**config.mk**
```make
export PLATFORM = sky130hd
export DESIGN_NAME = hcube_router
export DESIGN_NICKNAME = d
export VERILOG_FILES = /design/src/rtl/hcube_pkg.sv /design/src/rtl/hcube_ctrl.sv /design/src/rtl/hcube_dp.sv /design/src/rtl/hcube_router.sv
export SDC_FILE = /design/constraint.sdc
export NUM_CORES = 1
export LEC_CHECK = 0
export ABC_AREA = 1
export CAP_MARGIN = 20
export CORE_MARGIN = 1
export CORE_UTILIZATION = 50
export DETAILED_ROUTE_END_ITERATION = 8
export GPL_TIMING_DRIVEN = 0
export PLACE_DENSITY = 0.83
export SETUP_SLACK_MARGIN = 0.4
export SYNTH_ARGS = -nofsm -noshare
export SYNTH_HDL_FRONTEND = slang
export SYNTH_SLANG_ARGS = --single-unit
```
**constraint.sdc**
```tcl
create_clock -name clk -period 2.95 [get_ports clk]
set_input_delay 0.295 -clock clk [delete_from_list [all_inputs] [get_ports clk]]
set_output_delay 0.295 -clock clk [all_outputs]
set_load 0.05 [all_outputs]
```
**src/rtl/hcube_pkg.sv**
```systemverilog
package hcube_pkg;
  // Width of the source-select field; bounds the port count of one router.
  localparam int SRC_W = 4;
  localparam int MAX_PORTS = 1 << SRC_W;

  // Per-output strobe from control to datapath.
  typedef struct packed {
    logic             load;  // capture a packet into the output register
    logic [SRC_W-1:0] src;   // input port that feeds it
  } outStrobe_t;
endpackage

```
**src/rtl/hcube_ctrl.sv**
```systemverilog
module hcube_ctrl
  import hcube_pkg::*;
#(
  parameter  int DIM   = 3,
  localparam int NPORT = DIM + 1
) (
  input  logic                         clk,
  input  logic                         rstN,
  input  logic [DIM-1:0]               nodeId,
  input  logic [NPORT-1:0]             inValid,
  input  logic [NPORT-1:0][DIM-1:0]    effDest,
  input  logic [NPORT-1:0]             outValid,
  input  logic [NPORT-1:0]             outReady,
  output logic [NPORT-1:0]             inReady,
  output outStrobe_t [NPORT-1:0]       strobe
);

  logic [NPORT-1:0][DIM-1:0]   diffVec;
  logic [NPORT-1:0][SRC_W-1:0] targetPort;
  logic [NPORT-1:0][NPORT-1:0] want;   // want[o][p]
  logic [NPORT-1:0][NPORT-1:0] grant;  // grant[o][p]
  logic [NPORT-1:0]            outFree;

  // Route: lowest differing address bit picks the link, none picks local.
  for (genvar p = 0; p < NPORT; p++) begin : g_route
    assign diffVec[p] = effDest[p] ^ nodeId;
    always_comb begin
      targetPort[p] = SRC_W'(DIM);
      for (int d = DIM - 1; d >= 0; d--) begin
        if (diffVec[p][d]) targetPort[p] = SRC_W'(d);
      end
    end
  end

  // An output register can take a packet if empty or draining now.
  assign outFree = ~outValid | outReady;

  always_comb begin
    for (int o = 0; o < NPORT; o++) begin
      for (int p = 0; p < NPORT; p++) begin
        want[o][p] = inValid[p] && (targetPort[p] == SRC_W'(o));
      end
    end
  end

  // Fixed priority: lowest input index wins (local port is last).
  for (genvar o = 0; o < NPORT; o++) begin : g_arb
    assign grant[o] = want[o] & (~want[o] + NPORT'(1)) & {NPORT{outFree[o]}};
  end

  always_comb begin
    inReady = '0;
    for (int o = 0; o < NPORT; o++) begin
      inReady = inReady | grant[o];
    end
  end

  always_comb begin
    for (int o = 0; o < NPORT; o++) begin
      strobe[o].load = |grant[o];
      strobe[o].src  = '0;
      for (int p = 0; p < NPORT; p++) begin
        if (grant[o][p]) strobe[o].src = SRC_W'(p);
      end
    end
  end

  // ---------------- assertions ----------------
  logic [NPORT-1:0] skipped;   // accepted although a higher-priority peer waits
  logic [NPORT-1:0] overfill;  // accepted into a register that is stalled
  always_comb begin
    for (int p = 0; p < NPORT; p++) begin
      skipped[p]  = 1'b0;
      overfill[p] = inValid[p] && inReady[p] && outValid[targetPort[p]]
                    && !outReady[targetPort[p]];
      for (int q = 0; q < p; q++) begin
        if (inValid[p] && inReady[p] && inValid[q] && !inReady[q]
            && targetPort[q] == targetPort[p]) skipped[p] = 1'b1;
      end
    end
  end

  assert_priority_R5: assert property (@(posedge clk) disable iff (!rstN)
    skipped == '0);

  assert_full_R6: assert property (@(posedge clk) disable iff (!rstN)
    overfill == '0);

endmodule

```
**src/rtl/hcube_dp.sv**
```systemverilog
module hcube_dp
  import hcube_pkg::*;
#(
  parameter  int DIM    = 3,
  parameter  int DATA_W = 8,
  localparam int NPORT  = DIM + 1,
  localparam int PW     = $clog2(NPORT)
) (
  input  logic                          clk,
  input  logic                          rstN,
  input  logic [DIM-1:0]                nodeId,
  input  logic                          injRingMode,
  input  logic [NPORT-1:0][DIM-1:0]     inDest,
  input  logic [NPORT-1:0][DATA_W-1:0]  inData,
  input  outStrobe_t [NPORT-1:0]        strobe,
  input  logic [NPORT-1:0]              outReady,
  output logic [NPORT-1:0][DIM-1:0]     effDest,
  output logic [NPORT-1:0]              outValid,
  output logic [NPORT-1:0][DIM-1:0]     outDest,
  output logic [NPORT-1:0][DATA_W-1:0]  outData
);

  // Destination seen by routing; the local port may carry a ring index.
  for (genvar p = 0; p < NPORT; p++) begin : g_dest
    if (p == DIM) begin : g_local
      assign effDest[p] = injRingMode ? (inDest[p] ^ (inDest[p] >> 1)) : inDest[p];
    end else begin : g_link
      assign effDest[p] = inDest[p];
    end
  end

  // One output register per port.
  for (genvar o = 0; o < NPORT; o++) begin : g_out
    logic [PW-1:0]     srcIdx;
    logic              vReg;
    logic [DIM-1:0]    dReg;
    logic [DATA_W-1:0] pReg;

    assign srcIdx = strobe[o].src[PW-1:0];

    always_ff @(posedge clk or negedge rstN) begin
      if (!rstN)               vReg <= 1'b0;
      else if (strobe[o].load) vReg <= 1'b1;
      else if (outReady[o])    vReg <= 1'b0;
    end

    always_ff @(posedge clk) begin
      if (strobe[o].load) begin
        dReg <= effDest[srcIdx];
        pReg <= inData[srcIdx];
      end
    end

    assign outValid[o] = vReg;
    assign outDest[o]  = dReg;
    assign outData[o]  = pReg;

    // ---------------- assertions ----------------
    assert_latency_R3: assert property (@(posedge clk) disable iff (!rstN)
      strobe[o].load |=> outValid[o]);

    assert_hold_R4: assert property (@(posedge clk) disable iff (!rstN)
      (outValid[o] && !outReady[o]) |=>
        (outValid[o] && $stable(outDest[o]) && $stable(outData[o])));

    if (o < DIM) begin : g_linkchk
      assert_route_R1: assert property (@(posedge clk) disable iff (!rstN)
        outValid[o] |->
          (((outDest[o] ^ nodeId) & DIM'((1 << (o + 1)) - 1)) == DIM'(1 << o)));
    end else begin : g_localchk
      assert_eject_R2: assert property (@(posedge clk) disable iff (!rstN)
        outValid[o] |-> (outDest[o] == nodeId));
    end
  end

endmodule

```
**src/rtl/hcube_router.sv**
```systemverilog
module hcube_router
  import hcube_pkg::*;
#(
  parameter  int DIM    = 3,
  parameter  int DATA_W = 8,
  localparam int NPORT  = DIM + 1
) (
  input  logic                          clk,
  input  logic                          rstN,
  input  logic [DIM-1:0]                nodeId,
  input  logic [NPORT-1:0]              inValid,
  output logic [NPORT-1:0]              inReady,
  input  logic [NPORT-1:0][DIM-1:0]     inDest,
  input  logic [NPORT-1:0][DATA_W-1:0]  inData,
  input  logic                          injRingMode,
  output logic [NPORT-1:0]              outValid,
  input  logic [NPORT-1:0]              outReady,
  output logic [NPORT-1:0][DIM-1:0]     outDest,
  output logic [NPORT-1:0][DATA_W-1:0]  outData
);

  if (NPORT > MAX_PORTS) begin : g_sizeCheck
    $error("hcube_router: DIM too large for the source-select field");
  end

  outStrobe_t [NPORT-1:0]    strobe;
  logic [NPORT-1:0][DIM-1:0] effDest;

  hcube_ctrl #(.DIM(DIM)) ctrl_i (
    .clk      (clk),
    .rstN     (rstN),
    .nodeId   (nodeId),
    .inValid  (inValid),
    .effDest  (effDest),
    .outValid (outValid),
    .outReady (outReady),
    .inReady  (inReady),
    .strobe   (strobe)
  );

  hcube_dp #(.DIM(DIM), .DATA_W(DATA_W)) dp_i (
    .clk         (clk),
    .rstN        (rstN),
    .nodeId      (nodeId),
    .injRingMode (injRingMode),
    .inDest      (inDest),
    .inData      (inData),
    .strobe      (strobe),
    .outReady    (outReady),
    .effDest     (effDest),
    .outValid    (outValid),
    .outDest     (outDest),
    .outData     (outData)
  );

endmodule

```
==> summary.txt, run 1 <==
Yosys cell types: 26
MaxCap Viol Count: 0
Net Sw Power: 1.06 mW
Lkg Pwr: 2.48 nW
Util after Layout: 71.7%
Final period utilization: 87.7%
Hold Vio Cnt, Final: 0
Slew Limit Headroom: 57.8%
CP bufs+invs: 4
Arrival time at the worst endpoint: 2290 ps
Nets: 736
TritonCTS Sinks: 48
Global-route wire length before repair: 21000 um
Fill count: 608
Die Footprint: 8000 um2
Vias in the first global route: 4294
CTS tree: done
Initial antenna violation count: 0
Fin Clk Skew: 6.69 ps
Rows: 31
IO Count: 110
CTS buffer count: 5
Detailed placement HPWL: 10400 um
Register share of total power: 34.6%
Hold buffers post-CTS: 0
WP data required: 2650 ps
Drt pass-1 iters: 6
Area growth from synthesis to layout: 37.3%
Buffer depth of the longest clock path: 2
Max Clk Rate: 387 MHz
Syn nets: 616
Setup_tns: 0 ps
Drt total wl: 13800 um
Crit path largest cell delay: 520 ps
Seq/Total Area, Yosys: 37.2%
Setup-violating endpoint count in the final report: 0
Status: complete, no violations
Power share of the combinational group: 46.7%
Pwr Density: 492 nW/um2
Tmin final: 2590 ps
CTS Root Buffer Type: clkbuf_8
Antenna-violating nets left: 0
Layout cell share with drive strength beyond 1: 11.8%
Final Max Slew Viols: 0
Synth warn: 0
Clk slew on worst S/H paths: 90 ps
Clock power share: 18.7%
Antenna diodes: 0
Gr ovfl total: 0
Setup CP Type: primary input to output port
Pint: 1.53 mW
Initial core utilization: 52.2%
Crit Path Max Fanout: 10
CP max stage cell: clkdlybuf4s50_1
Via-per-instance ratio: 5.87
Top delay family on crit path: buffers and inverters
Critical-path cell list: clkdlybuf4s50_1 > inv_2 > nand2_1 > nand2_2 > nor2_4 > nand3_2 > nor2_1 > nand2_1 > buf_2 > nand4_1 > buf_2
RePlAce Congestion: 1.06
Initial DRC count: 507
Max VDD drop: 0.305 mV
Post-Synthesis Mean Instance Area: 6.85 um2
Pin count of the biggest net entering global routing: 16
Switching Fraction: 40.9%
Core Area: 7330 um2
Unrepaired setup endpoints after global routing: true
Mapped cell area: 3820 um2
Crit. End Element: output port
# H-tree levels: 2
DRC: 0
Synthesis-stage register bit count: 48
IO Port Bufs: 109
Worst Tran Pin Value: 633 ps
Hold WC Path Type: primary input to asynchronous set/reset pin
Routed len/inst: 17.7 um
Width of the die: 89.5 um
All-Layer GR Usage: 35.8%
Skew-Pair Late Insertion Delay: 310 ps
Vias: 4564
Gate Count Post-Synth: 558
Startpoint Class: primary input
Die extent in y: 89.5 um
==> area by class of cell <==
class	count	area [um2]	area share, %
multi-input cells	404	1960	37.2
flip-flops and latches	48	1420	27.1
repair buffers	113	1120	21.3
inverters	72	270	5.15
plain buffers	34	250	4.76
well taps	99	124	2.36
clock buffers	5	68.8	1.31
clock inverters	3	42.5	0.810
==> metrics by stage <==
step	setup slack, ps	area [um2]	power [mW]	hold slack (ps)	cells
4_1_cts	375	5180	2.56	185	776
6_report	363	5250	2.58	186	778
2_1_floorplan	833	3820	1.67	-0.591	558
5_1_grt	304	5250	2.70	194	778
3_5_place_dp	-439	5050	2.09	514	768
3_3_place_gp	-468	5040	2.07	498	766
==> what timing repair did <==
action	CTS	global route
gates resized for setup	26	23
endpoints found under the setup margin	22	22
buffers inserted	0	2
pin swaps	0	2
==> flip-flops by register name (all words and copies together), names as in the netlist <==
signal / count
dp_i.g_out.pReg: 32
dp_i.g_out.dReg: 12
dp_i.g_out.vReg: 4
==> path summary, 6_finish.rpt <==
| path | start | end | slack, ps | cells past startpoint |
|---|---|---|---|---|
| max in group asynchronous | rstN | dp_i.g_out[3].vReg | 2590 | 1 |
| hold reg to reg | dp_i.g_out[2].vReg | dp_i.g_out[2].vReg | 790 | 3 |
| hold / removal | rstN | dp_i.g_out[0].vReg | 190 | 1 |
| setup reg to reg | dp_i.g_out[1].vReg | dp_i.g_out[1].pReg[1] | 820 | 9 |
| setup / recovery | inDest[3] | inReady[1] | 360 | 11 |
| min in group clk | inDest[0] | dp_i.g_out[0].dReg[0] | 490 | 3 |
==> synthesized netlist by cell type, drive strengths merged <==
library cell,instances,area [um2]
nand3,150,766
a31oi,1,6.26
nand2,190,741
a21oi,1,5.00
inv,72,270
o21ai,4,20.0
nor2,20,82.6
nand3b,2,15.0
clkbuf,2,7.51
dfrtp,4,100
buf,32,223
edfxtp,44,1320
o221ai,1,8.76
xnor2,1,8.76
xor2,3,26.3
nand4,7,43.8
nor3,2,15.0
o211ai,22,165
==> power groups by stage <==
| stage | clock network (mW) | registers, mW | logic (mW) |
|---|---|---|---|
| floorplan | 0 | 1.18 | 0.497 |
| global placement | 0 | 0.908 | 1.16 |
| detailed placement | 0 | 0.912 | 1.17 |
| CTS | 0.482 | 0.895 | 1.18 |
| global route | 0.506 | 0.905 | 1.28 |
| finish | 0.483 | 0.894 | 1.21 |
==> kinds of logic after synthesis <==
family | after synthesis | share of synthesized area, %
compound gates | 29 | 5.36
xor+xnor | 4 | 0.916
buf+inv | 106 | 13.1
flops | 48 | 37.2
simple gates | 371 | 43.5
==> layer usage <==
layer / part of all wire (%) / up-vias / track usage, %
met5: 0 / - / 0
met4: 6.8 / 0 / 25.1
met3: 9.8 / 78 / 4.99
met2: 48 / 387 / 60.7
met1: 36 / 2011 / 41.7
li1: - / 2088 / -
==> placed cells by master (no fill, tap or decap), drive strengths merged <==
cell type / synthesis / final
nand2: 190 / 190
nand3: 150 / 150
clkdlybuf4s50: 0 / 100
inv: 72 / 72
edfxtp: 44 / 44
buf: 32 / 38
o211ai: 22 / 22
nor2: 20 / 20
clkbuf: 2 / 8
nand4: 7 / 7
dfrtp: 4 / 4
dlymetal6s2s: 0 / 4
o21ai: 4 / 4
xor2: 3 / 3
nand3b: 2 / 2
dlygate4sd2: 0 / 2
nor3: 2 / 2
clkinv: 0 / 2
a21oi: 1 / 1
xnor2: 1 / 1
a31oi: 1 / 1
o221ai: 1 / 1
bufinv: 0 / 1
(Power assumes the default switching activity.)
==> run 2, diff against run 1 <==
--- a/config.mk
+++ b/config.mk
@@ -7,7 +7,6 @@
 export LEC_CHECK = 0
 export ABC_AREA = 1
 export CAP_MARGIN = 20
-export CORE_MARGIN = 1
 export CORE_UTILIZATION = 50
 export DETAILED_ROUTE_END_ITERATION = 8
 export GPL_TIMING_DRIVEN = 0
==> results of run 2 <==
The final DEF is identical to that of run 1; final timing and power are the same.
==> run 3, diff against run 2 <==
--- a/config.mk
+++ b/config.mk
@@ -7,6 +7,7 @@
 export LEC_CHECK = 0
 export ABC_AREA = 1
 export CAP_MARGIN = 20
+export CORE_MARGIN = 5
 export CORE_UTILIZATION = 50
 export DETAILED_ROUTE_END_ITERATION = 8
 export GPL_TIMING_DRIVEN = 0
==> summary.txt, run 3 (synthesis gave the netlist of run 1 again) <==
Status: complete, no violations
Fill count: 616 (+1.3%)
Worst Tran Pin Value: 645 ps (+11.2 ps)
Skew-Pair Late Insertion Delay: 310 ps (about the same)
Origin of the critical flop-to-flop path: dp_i.g_out[0].vReg
Vias in the first global route: 4440 (+3.4%)
FF-to-FF path depth: 9 (unchanged)
Die extent in y: 97.5 um (+8.9%)
Slew Limit Headroom: 57.0% (-0.75 points)
Gr ovfl total: 0 (unchanged)
Buffer depth of the longest clock path: 2 (unchanged)
Rows: 31 (unchanged)
Hold Vio Cnt, Final: 0 (unchanged)
IO Port Bufs: 109 (unchanged)
# H-tree levels: 2 (unchanged)
Commonest non-fill, non-tap cell in the layout: nand2_1
FF+latch area: 1420 um2 (unchanged)
CTS tree: done
Pwr Density: 481 nW/um2 (-2.1%)
Max reg flops: 32 (unchanged)
Antenna-violating nets left: 0 (unchanged)
Global-route wire length before repair: 22900 um (+8.9%)
Detailed placement HPWL: 11300 um (+8.7%)
Core Area: 7370 um2 (+0.53%)
Startpoint Class: primary input
Hold WC Path Type: primary input to asynchronous set/reset pin
Multi-input gate area: 1940 um2 (-1.0%)
Drt pass-1 iters: 6 (unchanged)
Fin Hold WS: 189 ps (+2.40 ps)
Routed len/inst: 18.9 um (+6.8%)
Crit. End Element: output port
Max Clk Rate: 390 MHz (+0.86%)
IO Count: 110 (unchanged)
MaxCap Viol Count: 0 (unchanged)
Initial antenna violation count: 0 (unchanged)
Die Footprint: 9500 um2 (+19%)
Pwr Total: 2.50 mW (-3.2%)
Setup-violating endpoint count in the final report: 0 (unchanged)
Final Max Slew Viols: 0 (unchanged)
Via-per-instance ratio: 5.94 (+1.2%)
Final period utilization: 86.9% (-0.75 points)
Unrepaired setup endpoints after global routing: true
Width of the die: 97.5 um (+8.9%)
Pin count of the biggest net entering global routing: 14 (-2)
Area growth from synthesis to layout: 35.8%
All-Layer GR Usage: 30.0% (-5.7 points)
Placement Cell Area: 5050 um2 (unchanged)
Cell area after layout: 5190 um2 (-1.1%)
Vias: 4612 (+1.1%)
Initial core utilization: 51.9% (-0.27 points)
DRC: 0 (unchanged)
Lkg Pwr: 2.43 nW (-1.8%)
Crit Path Max Fanout: 10 (unchanged)
Arrival time at the worst endpoint: 2270 ps (-20 ps)
R2R Path End: dp_i.g_out[0].pReg[3]
Nets: 736 (unchanged)
CP max stage cell: clkdlybuf4s50_1
Most frequent cells in the layout: nand2_1, nand3_1, clkdlybuf4s50_1
Tmin final: 2560 ps (-22.0 ps)
Hold buffers post-CTS: 0 (unchanged)
Initial DRC count: 578 (+14%)
Crit path largest cell delay: 560 ps (+40 ps)
CTS Root Buffer Type: clkbuf_8
WP data required: 2650 ps (about the same)
Layout cell share with drive strength beyond 1: 10.9% (-0.87 points)
Critical-path cell list: clkdlybuf4s50_1 > inv_2 > nand2_1 > nand2_1 > nand3_2 > nand3_1 > nor2_4 > nand3_2 > clkbuf_4 > nand4_1 > buf_6
Drt total wl: 14700 um (+6.7%)
Antenna diodes: 0 (unchanged)
TritonCTS Sinks: 48 (unchanged)
Clk slew on worst S/H paths: 100 ps (about the same)
Top flop regs: dp_i.g_out.pReg (32), dp_i.g_out.dReg (12), dp_i.g_out.vReg (4)
Fin Clk Skew: 17.5 ps (+10.8 ps)
CTS buffer count: 5 (unchanged)
RePlAce Congestion: 1.06 (+0.18%)
Reg with most FFs: dp_i.g_out.pReg
Reg2reg setup slack: 880 ps (+60 ps)
Max VDD drop: 0.274 mV (-9.9%)
Setup CP Type: primary input to output port
-- run 3: cell count changes in the layout (fill, tap and decap cells not counted), moves of 3 or more --
| cell | before | now |
|---|---|---|
| inv_1 | 63 | 67 |
| inv_2 | 9 | 5 |
| clkbuf_4 | 0 | 3 |
| dlymetal6s2s_1 | 4 | 1 |
| nor2_2 | 3 | 6 |
-- run 3: power by group --
group,internal (mW),switching (mW)
combinational,0.408,0.805
sequential,0.870,0.0257
clock,0.162,0.230
total,1.44,1.06
-- run 3: critical path: cells and delay by family --
family,cells,cell delay [ps]
buffers and inverters,4,1060
and+or+nand+nor,7,900
-- run 3: final cells by class --
cell class              instances  share of cell area [%]
inverters                      72                    5.20
plain buffers                  34                    4.75
multi-input cells             404                    37.3
clock buffers                   6                    1.40
clock inverters                 1                  0.0964
well taps                      99                    2.38
flip-flops and latches         48                    27.4
repair buffers                113                    21.5
-- run 3: worst max path at each step --
| stage | cells past startpoint | to | slack (ps) | startpoint |
|---|---|---|---|---|
| finish | 11 | inReady[3] | 390 | inDest[1] |
| detailed placement | 11 | inReady[3] | -510 | inDest[0] |
| floorplan | 7 | dp_i.g_out[3].dReg[0] | 830 | inDest[6] |
| global placement | 11 | inReady[3] | -590 | inDest[1] |
| CTS | 11 | inReady[3] | 290 | inDest[1] |
| global route | 11 | inReady[3] | 300 | inDest[10] |
-- run 3: per-stage QoR --
step           setup TNS [ps]  std cells  utilization [%]  worst slack (ps)
2_1_floorplan               0        558                -               833
3_3_place_gp           -11490        766             68.4              -587
3_5_place_dp            -3890        768             68.6              -509
4_1_cts                     0        777             70.1               292
5_1_grt                     0        777             70.5               299
6_report                    0        777             70.5               385
-- run 3: per-layer routing --
layer  vias to the layer above  track usage [%]  wire length [um]
met5                         -                0                 0
met4                         0             19.1              1160
met3                       114             6.60              1850
met2                       406             50.0              6780
met1                      2006             34.8              4910
li1                       2086                -                 -
-- run 3: what timing repair did --
action,in CTS,in global routing
setup endpoints to repair,33,44
buffers inserted,2,0
gates cloned,0,0
gates resized for setup,29,16
pin swaps,2,0
